### src/rtl/pfm_pkg.sv
// Package: shared types for the PFM buck switch sequencer.
// Assumes: nothing beyond IEEE 1800-2017.
package pfm_pkg;

    // Phases of one switching cycle; IDLE doubles as the both-off third phase.
    typedef enum logic [1:0] {
        PH_IDLE = 2'd0,
        PH_HS   = 2'd1,
        PH_DEAD = 2'd2,
        PH_LS   = 2'd3
    } pfm_phase_e;

    // Index of each detector inside the synchronized detector vector.
    localparam int DET_VLOW = 0;
    localparam int DET_IPK  = 1;
    localparam int DET_ZCD  = 2;
    localparam int DET_N    = 3;

endpackage

### src/rtl/pfm_sync.sv
// Module: pfm_sync
// Resynchronizes a vector of asynchronous levels into the clk domain
// through a chain of STAGES flops per bit.
// Assumes: each bit is a slow level (no multi-bit coherency needed).
module pfm_sync #(
    parameter int WIDTH  = 3,
    parameter int STAGES = 2
) (
    input  logic             clk,
    input  logic             rst_n,
    input  logic [WIDTH-1:0] async_i,
    output logic [WIDTH-1:0] sync_o
);

    logic [WIDTH-1:0] chain_q [STAGES];

    genvar s;
    generate
        for (s = 0; s < STAGES; s++) begin : g_stage
            if (s == 0) begin : g_first
                // First stage: capture the raw asynchronous levels.
                always_ff @(posedge clk) begin
                    if (!rst_n) chain_q[s] <= '0;
                    else        chain_q[s] <= async_i;
                end
            end else begin : g_next
                // Later stages: settle the previous stage.
                always_ff @(posedge clk) begin
                    if (!rst_n) chain_q[s] <= '0;
                    else        chain_q[s] <= chain_q[s-1];
                end
            end
        end
    endgenerate

    assign sync_o = chain_q[STAGES-1];

endmodule

### src/rtl/pfm_peak_timer.sv
// Module: pfm_peak_timer
// Counts cycles spent in the high-side phase and flags when the programmed
// limit is reached, so that the phase can end without a peak indication.
// Assumes: count_en_i is high exactly during high-side cycles; a limit of 0
// acts as 1.
module pfm_peak_timer #(
    parameter int TMO_W = 8
) (
    input  logic             clk,
    input  logic             rst_n,
    input  logic             count_en_i,
    input  logic [TMO_W-1:0] limit_i,
    output logic             expired_o
);

    localparam logic [TMO_W-1:0] CNT_MAX = {TMO_W{1'b1}};

    logic [TMO_W-1:0] cnt_q;
    logic [TMO_W-1:0] last_idx;

    // Cycles already spent in the phase; cleared outside it, saturating.
    always_ff @(posedge clk) begin
        if (!rst_n)               cnt_q <= '0;
        else if (!count_en_i)     cnt_q <= '0;
        else if (cnt_q != CNT_MAX) cnt_q <= cnt_q + 1'b1;
    end

    // Index of the last permitted cycle of the phase.
    always_comb begin
        if (limit_i == '0) last_idx = '0;
        else               last_idx = limit_i - 1'b1;
    end

    // The current cycle is the last one allowed.
    assign expired_o = count_en_i && (cnt_q >= last_idx);

endmodule

### src/rtl/pfm_phase_fsm.sv
// Module: pfm_phase_fsm
// Cycle sequencer: idle -> high-side -> dead -> low-side -> idle.
// Also registers the cycle-start pulse and the limit-hit flag.
// Assumes: detector inputs are already synchronized; run_i may drop at any
// time and forces idle at the next edge.
module pfm_phase_fsm
    import pfm_pkg::*;
(
    input  logic       clk,
    input  logic       rst_n,
    input  logic       run_i,
    input  logic       vlow_i,
    input  logic       peak_i,
    input  logic       zero_i,
    input  logic       expired_i,
    output pfm_phase_e phase_o,
    output logic       start_o,
    output logic       tmo_hit_o
);

    pfm_phase_e phase_q, phase_d;
    logic       start_q, tmo_q;
    logic       begin_cyc;
    logic       end_by_limit;

    // Next-phase decision from the current phase and the detector levels.
    always_comb begin
        phase_d = phase_q;
        if (!run_i) begin
            phase_d = PH_IDLE;
        end else begin
            unique case (phase_q)
                PH_IDLE: if (vlow_i)              phase_d = PH_HS;
                PH_HS:   if (peak_i || expired_i) phase_d = PH_DEAD;
                PH_DEAD:                          phase_d = PH_LS;
                PH_LS:   if (zero_i)              phase_d = PH_IDLE;
                default:                          phase_d = PH_IDLE;
            endcase
        end
    end

    assign begin_cyc    = run_i && (phase_q == PH_IDLE) && vlow_i;
    assign end_by_limit = run_i && (phase_q == PH_HS) && expired_i && !peak_i;

    // Phase register.
    always_ff @(posedge clk) begin
        if (!rst_n) phase_q <= PH_IDLE;
        else        phase_q <= phase_d;
    end

    // Start pulse: high during the first high-side cycle only.
    always_ff @(posedge clk) begin
        if (!rst_n) start_q <= 1'b0;
        else        start_q <= begin_cyc;
    end

    // Limit flag: set on a limit-ended phase, cleared at the next start.
    always_ff @(posedge clk) begin
        if (!rst_n)            tmo_q <= 1'b0;
        else if (begin_cyc)    tmo_q <= 1'b0;
        else if (end_by_limit) tmo_q <= 1'b1;
    end

    assign phase_o   = phase_q;
    assign start_o   = start_q;
    assign tmo_hit_o = tmo_q;

endmodule

### src/rtl/pfm_buck_ctrl.sv
// Module: pfm_buck_ctrl (top)
// PFM buck switch sequencer: synchronizes the three detector levels, runs
// the phase FSM and the high-side cycle limit, and decodes the gate enables.
// Assumes: gate enables may be decoded combinationally from registered phase
// and regulate_i (so disable acts within the same cycle).
module pfm_buck_ctrl
    import pfm_pkg::*;
#(
    parameter int TMO_W       = 8,
    parameter int SYNC_STAGES = 2
) (
    input  logic             clk,
    input  logic             rst_n,
    input  logic             regulate_i,
    input  logic             vout_low_i,
    input  logic             ipk_i,
    input  logic             zcd_i,
    input  logic [TMO_W-1:0] tmo_cycles_i,
    output logic             hs_on_o,
    output logic             ls_on_o,
    output logic             cyc_start_o,
    output logic             tmo_hit_o
);

    logic [DET_N-1:0] det_raw;
    logic [DET_N-1:0] det_sync;
    pfm_phase_e       phase;
    logic             hs_phase;
    logic             expired;

    assign det_raw[DET_VLOW] = vout_low_i;
    assign det_raw[DET_IPK]  = ipk_i;
    assign det_raw[DET_ZCD]  = zcd_i;

    pfm_sync #(
        .WIDTH  (DET_N),
        .STAGES (SYNC_STAGES)
    ) u_sync (
        .clk     (clk),
        .rst_n   (rst_n),
        .async_i (det_raw),
        .sync_o  (det_sync)
    );

    assign hs_phase = (phase == PH_HS) && regulate_i;

    pfm_peak_timer #(
        .TMO_W (TMO_W)
    ) u_timer (
        .clk        (clk),
        .rst_n      (rst_n),
        .count_en_i (hs_phase),
        .limit_i    (tmo_cycles_i),
        .expired_o  (expired)
    );

    pfm_phase_fsm u_fsm (
        .clk       (clk),
        .rst_n     (rst_n),
        .run_i     (regulate_i),
        .vlow_i    (det_sync[DET_VLOW]),
        .peak_i    (det_sync[DET_IPK]),
        .zero_i    (det_sync[DET_ZCD]),
        .expired_i (expired),
        .phase_o   (phase),
        .start_o   (cyc_start_o),
        .tmo_hit_o (tmo_hit_o)
    );

    // Gate decode, gated by regulate_i so disabling needs no clock edge.
    assign hs_on_o = hs_phase;
    assign ls_on_o = (phase == PH_LS) && regulate_i;

endmodule

### config.mk
export PLATFORM = sky130hd
export DESIGN_NAME = pfm_buck_ctrl
export DESIGN_NICKNAME = d
export VERILOG_FILES = /design/src/rtl/pfm_pkg.sv /design/src/rtl/pfm_sync.sv /design/src/rtl/pfm_peak_timer.sv /design/src/rtl/pfm_phase_fsm.sv /design/src/rtl/pfm_buck_ctrl.sv
export SDC_FILE = /design/constraint.sdc
export NUM_CORES = 1
export LEC_CHECK = 0
export CAP_MARGIN = 0
export CORE_UTILIZATION = 56
export DETAILED_ROUTE_END_ITERATION = 16
export MAX_ROUTING_LAYER = met4
export PLACE_DENSITY = 0.83
export SLEW_MARGIN = 20
export SYNTH_ARGS = -nofsm -noshare
export SYNTH_HDL_FRONTEND = slang
export SYNTH_SLANG_ARGS = --single-unit
export TNS_END_PERCENT = 100
### constraint.sdc
create_clock -name clk -period 9.7 [get_ports clk]
set_input_delay 1.94 -clock clk [delete_from_list [all_inputs] [get_ports clk]]
set_output_delay 1.94 -clock clk [all_outputs]
set_load 0.05 [all_outputs]
Word level (Yosys, flattened, before mapping) --
Memory sizes are Yosys's and may differ from the RTL's. Index checks and enable logic that the tools add are counted.
Cells by class: add/subtract/negate cells 2, multipliers 0, div/mod/pow operators 0, $lt $le $gt $ge 1, eq/ne operators 7, shifts and indexed selects 0, multiplexer cells 9, bitwise gates (word level) 3, reductions and logical operators 15
Operators with widths (number):
- adder 8 x 1 -> 8 bit (second input constant) | 1
- >= comparator 8 bit | 1
- logical NOT 8 bit | 1
- 2-to-1 mux 8 bit | 1
- != test 8 bit (second input constant) | 1
- case mux 2 bit (4 select lines) | 1
- subtractor 8 x 1 -> 8 bit (second input constant) | 1
- logical AND 1 bit | 7
- 2-to-1 mux 2 bit | 3
- 2-to-1 mux 3 bit | 2
- == test 2 bit (second input constant) | 2
- != test 2 bit (second input constant) | 2
- AND reduction 2 bit | 2
- AND reduction 3 bit | 1
- == test 2 x 1 -> 1 bit (second input constant) | 1
- logical NOT 2 bit | 1
- 2-to-1 mux 1 bit | 2
- != test 2 x 1 -> 1 bit (second input constant) | 1
- bitwise OR 1 bit | 2
- OR reduction 2 bit | 1
- logical NOT 1 bit | 1
- logical OR 1 bit | 1
- NOT 1 bit | 1
Storage, ports and cells: register bits after elaboration 12, latch bits 0, RAM bits 6, memory bits (read-only) 0, bits of input ports 14, output and inout port bits 4, logic and storage cells 42, memories 1
Memories:
- u_sync.chain_q | words 2, bits a word 3, read ports 2, clocked after Yosys merged registers in 0, write ports 2, line pfm_sync.sv:15 | logic [WIDTH-1:0] chain_q [STAGES];

Longest topological paths before layout --
word-level depth 7, gate-level depth with buffers 12, depth with buffers taken out 12

Hierarchy --
Synthesis repeated with hierarchy kept, for this count alone.
Second synthesis, totals: cell total of the unflattened synthesis 131, area, all modules 1122.3 sq um
By module, submodules not included:
- pfm_peak_timer | times used 1, cells each 90, area each 698.2 sq um
- pfm_phase_fsm | times used 1, cells each 27, area each 250.2 sq um
- pfm_sync | times used 1, cells each 12, area each 157.7 sq um
- pfm_buck_ctrl | times used 1, cells each 2, area each 16.3 sq um

Least setup slack after synthesis --
Ideal clock, no wire load.
path kind input -> register, from in tmo_cycles_i[0], to reg u_fsm.phase_q[0], in the netlist u_fsm.phase_o[0], setup time 116 ps, data arrival time 4424 ps, path slack 5160 ps, stages on the path 12, cells stage by stage inv_1 -> ha_1 -> nor2b_1 -> nand3b_1 -> or3_1 -> and2_1 -> ha_1 -> nand2b_4 -> a2111o_1 -> a311oi_2 -> o21ai_0 -> and4_1
On the way: word-level cells in the longest chain between the ends 7, elaborated cells between the ends (all ways) 8, classes of those cells add/sub (1); order compare (1); eq/ne (1); mux (1); reduce/logical (4)
RTL lines:
- from (decl) | line pfm_buck_ctrl.sv:18 | input logic [TMO_W-1:0] tmo_cycles_i,
- subtractor 8 x 1 -> 8 bit / logical NOT 8 bit (equally long branches) | line pfm_peak_timer.sv:31, pfm_peak_timer.sv:30
- 2-to-1 mux 8 bit (*) | line pfm_peak_timer.sv:30 | if (limit_i == '0) last_idx = '0;
- >= comparator 8 bit (*) | line pfm_peak_timer.sv:35 | assign expired_o = count_en_i && (cnt_q >= last_idx);
- logical AND 1 bit (*) | line pfm_peak_timer.sv:35
- logical OR 1 bit (*) | line pfm_phase_fsm.sv:34 | PH_HS: if (peak_i || expired_i) phase_d = PH_DEAD;
- != test 2 x 1 -> 1 bit (no source line) (*)
- AND reduction 3 bit (no source line) (*)
- to (signal assigned) | line pfm_phase_fsm.sv:48 | else phase_q <= phase_d;
- to (decl) | line pfm_phase_fsm.sv:21 | pfm_phase_e phase_q, phase_d;
Mark *: on every way between the ends. The rest lies on a longest branch, timed or not. A chain may end at the register's enable or synchronous reset.

Final worst setup path --
from in regulate_i, to out hs_on_o
On the way: word-level cells in the longest chain between the ends 1
RTL lines:
- from (decl) | line pfm_buck_ctrl.sv:14 | input logic regulate_i,
- logical AND 1 bit | line pfm_buck_ctrl.sv:45 | assign hs_phase = (phase == PH_HS) && regulate_i;
- to (decl) | line pfm_buck_ctrl.sv:19 | output logic hs_on_o,
Every way passes these cells.

==> metrics.md <==
| Metric | Value |
|---|---|
| Total iterations of the first detailed-routing run | 5 |
| Tcrit/Tclk final | 56.06% |
| Via count of the first global-routing pass | 841 |
| Largest voltage drop on the vdd net | 0.1054 mV |
| H-tree depth reported by CTS | 1 |
| Sequential group share of total power | 53.1% |
| Number of buffer cells added on primary ports | 17 |
| Power density over the cells | 106.2 nW/um2 |
| Critical path capture point type | primary output |
| Via count | 910 |
| Class of the tightest hold or removal check | flip-flop to flip-flop |
| Switch share | 23.83% |
| Post-CTS resize count | 0 |
| Terminus of the critical flop-to-flop path | u_fsm.phase_o[0]$_SDFFE_PN0P_ |
| Max Root-Sink Buffers | 2 |
| Critical register-to-register path startpoint | u_timer.cnt_q[0]$_SDFFE_PN0P_ |
| Number of cells produced by synthesis | 124 |
| Overall Global Routing Usage | 23.60% |
| Hold slack | 0.4425 ns |
| Setup Fix Bufs, Post-CTS | 0 |
| Setup repair after global routing missed its margin | no |
| Worst Hold Path Cells | 1 |
| Half-perimeter wire length after detailed placement | 1726 um |
| Yosys top cell area share | 32.32% |
| First element of the critical path | regulate_i |
| Avg Synthesized Cell Area | 8.990 um2 |
| Worst R2R Setup Slack | 7.59 ns |
| Internal power summed over all cells | 108.8 uW |
| Wire length after detailed routing | 2144 um |
| Worst R2R Path Depth | 7 |
| Mapped Nets | 153 |
| NetSw | 34.04 uW |
| Max-slew headroom | 66.38% |
| Vias per std cell | 5.417 |
| DIE HEIGHT | 46.62 um |
| Max-capacitance violation count | 0 |
| Core ar. | 1802 um2 |
| Maximum number of pins on one net before global-route repair | 13 |
| Number of buffers inserted for hold repair after clock tree synthesis | 0 |
| Data arrival time of the worst path | 3.50 ns |
| TritonCTS clock tree | built |
| Largest area contributor in the netlist | dfxtp_1 |
| Clock Power Share | 33.4% |
| Synth cell types | 36 |
| Overall die area | 2173 um2 |
| Clock Skew | 0.004000 ns |
| CP Max Fanout | 7 |
| Timing-limited maximum frequency | 0.1839 GHz |
| Routed wire per std cell | 12.76 um |
| Combinational share of power | 13.5% |
| Fraction of layout cells with a size suffix above 1 | 4.196% |
| Fin crit period | 5.438 ns |
| Clock buffer count from CTS | 3 |
| Hold Crit Endpoint | u_sync.chain_q[1][0]$_SDFF_PN0_ |
| Leakage component of the power | 0.5928 nW |
| Initial core utilization | 61.87% |
| Actual slew at the worst max-slew pin | 0.5027 ns |
| Number of DRC violations after detailed-routing iteration 0 | 11 |
| Count of endpoints failing hold in the final timing report | 0 |
| Syn-to-layout area delta | 20.65% |
| Antenna diode instance count | 0 |
| Number of flip-flops and latches in the synthesized netlist | 18 |
| Critical Setup Path Class | input pin to primary output |
| Total number of clock tree sinks | 18 |
| Site Rows | 15 |
| Run status | completed |
| Skew-Pair Late Insertion Delay | 0.31 ns |
| Number of remaining DRC errors | 0 |
| Sequential element share of the synthesized area | 32.32% |
| Largest cells by area after synthesis | dfxtp_1 (32%), ha_1 (17%), and2_1 (4.5%) |
| Clock Tree Root | clkbuf_4 |
| Antenna Violating Nets Remaining | 0 |
| Final layout net count | 173 |
| Clock-pin slew reported for the worst setup and hold paths after clock tree synthesis | 0.11 ns |
| Critical path startpoint category | input pin |
| Wire length of the first global-routing pass | 3512 um |
| Power, Total | 142.8 uW |
| Pins Over Slew Limit | 0 |
| Netlist Area Pre-Place | 1115 um2 |
| Setup TNS | 0 ns |
| I/O pin count | 18 |
| Placer congestion estimate | 0.8368 |
| Beginning of the worst hold path | u_sync.chain_q[0][0]$_SDFF_PN0_ |
| Yosys Warn Count | 0 |
| Die width | 46.62 um |
| Required time of the worst setup path | 7.76 ns |
| Aggregate global routing overflow | 0 |
| Initial antenna violation count | 0 |
| Setup-failing EPs final | 0 |
## cells by family after synthesis
group / after synthesis / synth area share, %
and+or+nand+nor: 52 / 26.49
DFF: 18 / 32.32
AOI/OAI and AO/OA: 17 / 12.12
adders and majority gates: 15 / 16.84
buffers and inverters: 12 / 4.041
xor gates and xnor gates: 7 / 5.500
muxes: 3 / 2.694
## state kept, by name, indices dropped and copies added (netlist names)
name,cells
u_fsm.start_o,1
u_fsm.phase_o,2
u_sync.chain_q,6
u_fsm.tmo_hit_o,1
u_timer.cnt_q,8
## final cells by class
type	instances	area [um2]
well taps	25	31.28
multi-input cells	94	709.4
flip-flops and latches	18	360.3
fillers	151	456.7
inverters	10	37.54
clock buffers	4	36.28
repair buffers	17	170.2
## how the worst max path moves through the flow
stage,to,slack [ns],cells past startpoint
after detailed placement,hs_on_o,4.26,4
after CTS,hs_on_o,4.26,4
after global routing,hs_on_o,4.18,4
after global placement,hs_on_o,4.30,4
after floorplan,u_fsm.phase_o[0]$_SDFFE_PN0P_,5.16,12
final,hs_on_o,4.26,4
## stage by stage
stage / cell area [um2] / util (%) / worst slack [ns] / cells
2_1_floorplan: 1115 / - / 5.160 / 124
3_3_place_gp: 1309 / 72.64 / 4.297 / 164
3_5_place_dp: 1309 / 72.64 / 4.264 / 164
4_1_cts: 1345 / 74.65 / 4.265 / 168
5_1_grt: 1345 / 74.65 / 4.176 / 168
6_report: 1345 / 74.65 / 4.262 / 168
## metal layers
layer	wire length, um	vias up	track usage (%)
met5	0	-	-
met3	80	5	5.490
met4	31	0	8.571
met1	1069	413	28.44
met2	962	14	38.06
li1	-	478	-
## worst max-delay path, stage by stage
cell and delay [ns]:
clkdlybuf4s50_1 0.57, nand2_1 0.10, inv_1 0.08, clkdlybuf4s50_1 0.80
## cell usage after synthesis
cell / count
nand2b_4: 1
nand3_1: 5
o211a_1: 1
a31oi_1: 2
a21o_1: 1
ha_1: 15
a211oi_1: 1
a311oi_2: 1
nand2_1: 6
o221ai_1: 1
nor3b_1: 1
a2111o_1: 1
xnor2_1: 4
or4_1: 1
or3_1: 2
inv_1: 10
and4_1: 2
dfxtp_1: 18
and4b_1: 1
nand3b_1: 1
a21oi_1: 2
a221o_1: 1
o2111ai_1: 1
clkbuf_1: 2
nor2b_1: 3
and3_1: 3
xor2_1: 3
nor2_1: 10
a41oi_1: 1
o21ai_0: 2
and2_1: 8
o31ai_1: 2
nor3_1: 3
mux2i_1: 3
nand2b_1: 3
nand4_1: 2
## power groups by stage
stage	clock network [mW]	registers [mW]	logic, mW
after floorplan	0	0.0777	0.0102
after global placement	0	0.0775	0.0183
after detailed placement	0	0.0776	0.0193
after CTS	0.0482	0.0759	0.0195
after global routing	0.0508	0.0761	0.0216
final	0.0477	0.0758	0.0193
## placed cells by master (no fill, tap or decap), drive strengths merged, types with 5 or more instances in the layout
cell	count
inv	10
nand3	5
clkdlybuf4s50	17
nor2	10
ha	15
dfxtp	18
nand2	6
and2	8
(Power assumes the default switching activity.)
